File: src/rtl/tsf_pkg.sv
// Shared widths and the entry layout for the two-step timestamp queue.
// Assumes one identifier entry per transmit entry, with a 9-bit identifier
// split as one stamp bit plus eight sub-nanosecond bits.
package tsf_pkg;
    localparam int TSF_PORT_W = 7;
    localparam int TSF_NS_W   = 30;
    localparam int TSF_SUB_W  = 8;
    localparam int TSF_FID_W  = 9;

    typedef struct packed {
        logic                  is_tx;
        logic [TSF_PORT_W-1:0] port;
        logic [TSF_NS_W-1:0]   nsec;
        logic [TSF_SUB_W-1:0]  subns;
    } tsf_entry_t;
endpackage

File: src/rtl/tsf_pair_writer.sv
// Turns one accepted request into two writes on consecutive edges.
// The transmit entry is written on the accept edge. The identifier entry
// follows on the next edge. Assumes the caller never accepts while busy.
module tsf_pair_writer
    import tsf_pkg::*;
(
    input  logic                  clk,
    input  logic                  rst_n,
    input  logic                  accept,
    input  logic [TSF_PORT_W-1:0] req_port,
    input  logic [TSF_NS_W-1:0]   req_ns,
    input  logic [TSF_FID_W-1:0]  req_fid,
    output logic                  busy,
    output logic                  wr_en,
    output tsf_entry_t            wr_entry
);
    logic [TSF_PORT_W-1:0] held_port;
    logic [TSF_FID_W-1:0]  held_fid;

    // Remember the second half of the pair for one cycle.
    always_ff @(posedge clk) begin
        if (!rst_n) begin
            busy      <= 1'b0;
            held_port <= '0;
            held_fid  <= '0;
        end else begin
            busy <= accept;
            if (accept) begin
                held_port <= req_port;
                held_fid  <= req_fid;
            end
        end
    end

    // Pick which entry goes to storage this cycle.
    always_comb begin
        wr_en = accept | busy;
        if (busy) begin
            wr_entry.is_tx = 1'b0;
            wr_entry.port  = held_port;
            wr_entry.nsec  = TSF_NS_W'(held_fid[TSF_FID_W-1:TSF_SUB_W]);
            wr_entry.subns = held_fid[TSF_SUB_W-1:0];
        end else begin
            wr_entry.is_tx = 1'b1;
            wr_entry.port  = req_port;
            wr_entry.nsec  = req_ns;
            wr_entry.subns = '0;
        end
    end

    // no accept is presented while the second half is still pending.
    assert_no_accept_busy_R7: assert property (@(posedge clk) disable iff (!rst_n)
        busy |-> !accept);
endmodule

File: src/rtl/tsf_ring.sv
// Circular entry store with head read-out and occupancy count.
// Assumes the writer never writes into a full store. A pop on an empty
// store is ignored.
module tsf_ring
    import tsf_pkg::*;
#(
    parameter int DEPTH = 16
) (
    input  logic           clk,
    input  logic           rst_n,
    input  logic           wr_en,
    input  tsf_entry_t     wr_entry,
    input  logic           rd_req,
    output tsf_entry_t     head,
    output logic           head_vld,
    output logic [$clog2(DEPTH):0] count
);
    localparam int AW = $clog2(DEPTH);

    tsf_entry_t     mem [DEPTH];
    logic [AW-1:0]  wptr;
    logic [AW-1:0]  rptr;
    logic           rd_ok;

    assign rd_ok    = rd_req && (count != '0);
    assign head_vld = (count != '0);
    assign head     = mem[rptr];

    // Store an incoming entry at the write pointer.
    always_ff @(posedge clk) begin
        if (wr_en) mem[wptr] <= wr_entry;
    end

    // Advance pointers and track occupancy.
    always_ff @(posedge clk) begin
        if (!rst_n) begin
            wptr  <= '0;
            rptr  <= '0;
            count <= '0;
        end else begin
            if (wr_en) wptr <= (wptr == AW'(DEPTH-1)) ? '0 : wptr + 1'b1;
            if (rd_ok) rptr <= (rptr == AW'(DEPTH-1)) ? '0 : rptr + 1'b1;
            count <= count + (AW+1)'(wr_en) - (AW+1)'(rd_ok);
        end
    end

    // occupancy never goes past the depth.
    assert_count_bound_R6: assert property (@(posedge clk) disable iff (!rst_n)
        count <= (AW+1)'(DEPTH));
    // a pop on an empty store with no write leaves it empty.
    assert_empty_pop_R5: assert property (@(posedge clk) disable iff (!rst_n)
        (count == '0 && rd_req && !wr_en) |=> (count == '0));
    // a write together with an effective pop keeps the occupancy.
    assert_same_count_R9: assert property (@(posedge clk) disable iff (!rst_n)
        (wr_en && rd_req && count != '0) |=> $stable(count));
endmodule

File: src/rtl/tsf_sticky.sv
// Sticky error flag: set wins over clear, and the flag holds otherwise.
module tsf_sticky (
    input  logic clk,
    input  logic rst_n,
    input  logic set,
    input  logic clr,
    output logic flag
);
    // Hold, set or clear the flag.
    always_ff @(posedge clk) begin
        if (!rst_n)   flag <= 1'b0;
        else if (set) flag <= 1'b1;
        else if (clr) flag <= 1'b0;
    end

    // without a clear, a set flag stays set.
    assert_ovfl_sticky_R8: assert property (@(posedge clk) disable iff (!rst_n)
        (flag && !clr) |=> flag);
endmodule

File: src/rtl/twostep_ts_fifo.sv
// Two-step transmit timestamp queue. It admits a request only when both
// entries of the pair fit and no earlier pair is half written. It flags
// every dropped request and shows the oldest entry on the head outputs.
// Assumes one request per frame, with inputs valid in the request cycle.
module twostep_ts_fifo
    import tsf_pkg::*;
#(
    parameter int DEPTH = 16
) (
    input  logic                  clk,
    input  logic                  rst_n,
    input  logic                  stamp_req,
    input  logic [TSF_PORT_W-1:0] stamp_port,
    input  logic [TSF_NS_W-1:0]   stamp_ns,
    input  logic [TSF_FID_W-1:0]  stamp_fid,
    input  logic                  next_pop,
    input  logic                  ovfl_clr,
    output logic                  head_valid,
    output logic                  head_ovfl,
    output logic                  head_is_tx,
    output logic [TSF_PORT_W-1:0] head_port,
    output logic [TSF_NS_W-1:0]   head_ns,
    output logic [TSF_SUB_W-1:0]  head_subns
);
    localparam int CW = $clog2(DEPTH) + 1;

    logic           busy;
    logic           accept;
    logic           drop;
    logic           wr_en;
    tsf_entry_t     wr_entry;
    tsf_entry_t     head;
    logic [CW-1:0]  count;

    // Admit a pair only if two slots are free and the writer is idle.
    assign accept = stamp_req && !busy && (count <= CW'(DEPTH-2));
    assign drop   = stamp_req && !accept;

    tsf_pair_writer u_writer (
        .clk      (clk),
        .rst_n    (rst_n),
        .accept   (accept),
        .req_port (stamp_port),
        .req_ns   (stamp_ns),
        .req_fid  (stamp_fid),
        .busy     (busy),
        .wr_en    (wr_en),
        .wr_entry (wr_entry)
    );

    tsf_ring #(.DEPTH(DEPTH)) u_ring (
        .clk      (clk),
        .rst_n    (rst_n),
        .wr_en    (wr_en),
        .wr_entry (wr_entry),
        .rd_req   (next_pop),
        .head     (head),
        .head_vld (head_valid),
        .count    (count)
    );

    tsf_sticky u_ovfl (
        .clk   (clk),
        .rst_n (rst_n),
        .set   (drop),
        .clr   (ovfl_clr),
        .flag  (head_ovfl)
    );

    assign head_is_tx = head.is_tx;
    assign head_port  = head.port;
    assign head_ns    = head.nsec;
    assign head_subns = head.subns;

    // an accepted pair is followed by an identifier write next edge.
    assert_pair_follow_R3: assert property (@(posedge clk) disable iff (!rst_n)
        accept |=> (wr_en && !wr_entry.is_tx));
    // a dropped request raises the overflow flag.
    assert_drop_flags_R6: assert property (@(posedge clk) disable iff (!rst_n)
        drop |=> head_ovfl);
    // after an accepted request the queue is not empty.
    assert_accept_valid_R2: assert property (@(posedge clk) disable iff (!rst_n)
        accept |=> head_valid);
endmodule

File: config.mk
export PLATFORM = sky130hd
export DESIGN_NAME = twostep_ts_fifo
export DESIGN_NICKNAME = d
export VERILOG_FILES = /design/src/rtl/tsf_pkg.sv /design/src/rtl/tsf_pair_writer.sv /design/src/rtl/tsf_ring.sv /design/src/rtl/tsf_sticky.sv /design/src/rtl/twostep_ts_fifo.sv
export SDC_FILE = /design/constraint.sdc
export NUM_CORES = 1
export LEC_CHECK = 0
export BUFFER_PORTS_ARGS = -buffer_cell sky130_fd_sc_hd__buf_2
export CAP_MARGIN = 20
export CORE_ASPECT_RATIO = 1.75
export CORE_UTILIZATION = 55
export DETAILED_ROUTE_END_ITERATION = 10
export PLACE_DENSITY = 0.8
export SLEW_MARGIN = 20
export SYNTH_ARGS = -nofsm -noshare
export SYNTH_HDL_FRONTEND = slang
export SYNTH_HIERARCHICAL = 1
export SYNTH_SLANG_ARGS = --single-unit
File: constraint.sdc
create_clock -name clk -period 3.2 [get_ports clk]
set_input_delay 0.32 -clock clk [delete_from_list [all_inputs] [get_ports clk]]
set_output_delay 0.32 -clock clk [all_outputs]
set_load 0.05 [all_outputs]
==> run metrics <==
Synth area leader edfxtp_1; commonest non-fill, non-tap cell in the layout edfxtp_1; Startpoint Class register; area grow syn2layout 13.7%; leading cell types by total area after synthesis edfxtp_1 75%, mux4_2 14%, dfxtp_1 2.4%, a22oi_1 2.3%, nor2b_1 0.83%; Root Buffer clkbuf_16; # diodes 0; RePlAce Congestion 0.740; top-area cell type share of the netlist area 75.0%; TritonCTS clock tree built; status finished, final reports clean; Leak 10.5 nW; WS Path Type register to primary output; switching power total 6.78 mW; largest net degree at the start of global routing 55; post-synth cell types 40; Core Box Area 0.0526 mm2; Yosys warning count 6; first-pass GRT wire length 98.6 mm; design area 0.0335 mm2; Max transition margin 24.6%; Avg WL per Cell 30.0 um; R2R depth 14; multi-input logic area 0.00627 mm2; width of the die 177 um; top_reg_cell synth edfxtp_1; skew final 24.9 ps; Logic pwr share 19.6%; Setup-failing EPs final 0; RSZ-0062 raised after global routing no; DR DRC count 0; minimum clock period 3020 ps; Final Hold Fails 0; CTS Buf Count 66; Placed Cells 2,097; initial detailed-routing violation count 1,678; CTS clk-pin slew, worst paths 70 ps; max_cap viols 0; initial antenna violation count 2; Top Ports 99; num rows 111; CP max FO 54; nets 1,567; layout cells sized above 1 30.2%; Sink Count 771; Hold EP u_writer/held_port[5]; Net Sw Frac 27.3%; total track usage 25.5%; Overflow after GRT 0; Critical Path RT 2880 ps; Detailed Place HPWL 35.7 mm; post-route ant nets 0; fin cells 2,233; FF-to-FF setup slack 220 ps; total number of vias 14,395; Post-Syn Area 0.0295 mm2; Seq/Total Area, Yosys 77.4%; crit path capture type primary output; maximum buffer depth of the clock tree 3; Pwr Density 742 mW/mm2; EDFF count, synth 736; FF-to-FF Start u_ring/count[3]; Critical Path AT 2700 ps; R2R Path End u_ring/count[4]; DIE AREA 0.0546 mm2; peak supply drop 603 uV; Hold Startpoint stamp_port[5]; Seq cells post-synth 771; worst slew pin tran 1130 ps; clock network fraction of total power 32.8%; HP Class primary input to register; Setup TNS 0 ps; fillers 3,259; Sequential cell area 0.0228 mm2; sequential power share 47.6%; PortBufs 98; Die Height 308 um; Slew Limit Fails 0; Pint 18.1 mW; drt via density 6.45; initial core utilization 56.0%; Mapped Cells 1,342; WL final 67.0 mm; Worst-Skew Late Latency 600 ps; Highest Clock Rate 331 MHz; Syn Nets 1,405; hold path depth 3; ys async rst share 0%; period utilisation layout 94.5%; Placed Area 0.0311 mm2; H-tree depth 3; most frequent cells in the layout 736 x edfxtp_1, 184 x mux4_2, 98 x buf_2; Pre-Repair DR Iteration Count 5; syn_area_per_cell 22.0 um2; vias in the first global route 15,407
==> logic make-up (layout without fill, tap and decap cells) <==
group                      count (synthesis)  count (layout)  synth area share (%)
buffers and inverters                     84             297                  1.54
DFF                                      771             771                  77.4
adders and majority gates                 12              12                 0.535
AOI/OAI and AO/OA                        108             108                  2.66
muxes                                    209             209                  14.9
and+or+nand+nor                          153             153                  2.81
xor gates and xnor gates                   5               5                 0.149
==> state kept, by name, indices dropped and copies added (netlist names), named ones only <==
name	flops
u_ring/mem	736
u_writer/held_fid	9
u_writer/held_port	7
u_ring/count	5
u_ring/rptr	4
u_ring/wptr	4
u_ovfl/flag	1
u_writer/busy	1
==> cells in the mapped netlist, types with 2 or more instances <==
library cell  instances
edfxtp_1            736
mux4_2              184
a22oi_1              92
nand2_1              51
nor2b_1              39
dfxtp_1              35
clkbuf_1             30
and2_1               26
mux2i_1              17
buf_1                13
inv_1                13
ha_1                 11
buf_4                10
buf_6                10
a21oi_1               9
nor2_1                9
and2b_1               8
mux2_2                8
buf_2                 7
nand3_1               5
and3_1                3
o21ai_0               3
xor2_1                3
nand2b_1              2
nor3b_1               2
xnor2_1               2
==> power by group through the flow <==
stage	Sequential, mW	Combinational, mW	Clock (mW)
2_1_floorplan	12.0	3.66	0
3_3_place_gp	12.1	4.64	0
3_5_place_dp	12.1	4.76	0
4_1_cts	11.8	4.91	8.24
5_1_grt	11.9	5.16	8.59
6_report	11.8	4.88	8.15
==> final cells by class <==
cell class / instances / area share [%]
timing repair buffer: 165 / 3.95
clock buffer: 80 / 5.15
clock inverter: 39 / 1.42
multi-input combinational: 487 / 18.7
tap: 678 / 2.53
inverter: 13 / 0.146
sequential: 771 / 68.1
==> worst max-delay path, cell delays in order (launching register included) <==
cell and delay, ps:
dfxtp_4 720, buf_12 380, mux4_2 370, a22oi_1 300
nand2_1 100, buf_2 220
==> metrics by stage <==
step           util [%]  hold WS (ps)  power [mW]  setup WS, ps
2_1_floorplan         -           437        15.6           118
3_3_place_gp       59.1           490        16.7           295
3_5_place_dp       59.1           501        16.8           194
4_1_cts            63.6        0.0994        25.0           101
5_1_grt            63.6          35.6        25.6          74.2
6_report           63.6          19.0        24.9           175
==> layer usage <==
metal / vias to the layer above / wire (um) / global-route usage [%]
li1: 5897 / - / -
met1: 7472 / 22900 / 30.7
met2: 820 / 36200 / 45.1
met3: 204 / 5130 / 3.74
met4: 2 / 2720 / 11.4
met5: - / 12 / 0
==> worst max-delay path by stage <==
stage,start,slack [ps],cells after the start,to
6_report,register,180,5,head_ns[3]
5_1_grt,register,70,5,head_ns[26]
4_1_cts,register,100,5,head_subns[6]
3_5_place_dp,u_ring/count[3],190,14,u_ring/count[4]
3_3_place_gp,u_ring/count[3],300,14,u_ring/count[4]
2_1_floorplan,u_ring/count[1],120,8,u_ring/mem[0][0]
==> what timing repair did <==
item,4_1_cts,5_1_grt
endpoints found under the hold margin,12,0
gates resized for setup,0,2
hold buffers,12,0
endpoints found under the setup margin,3,1
pin swaps,0,0
setup buffers,5,0
(Power assumes the default switching activity.)
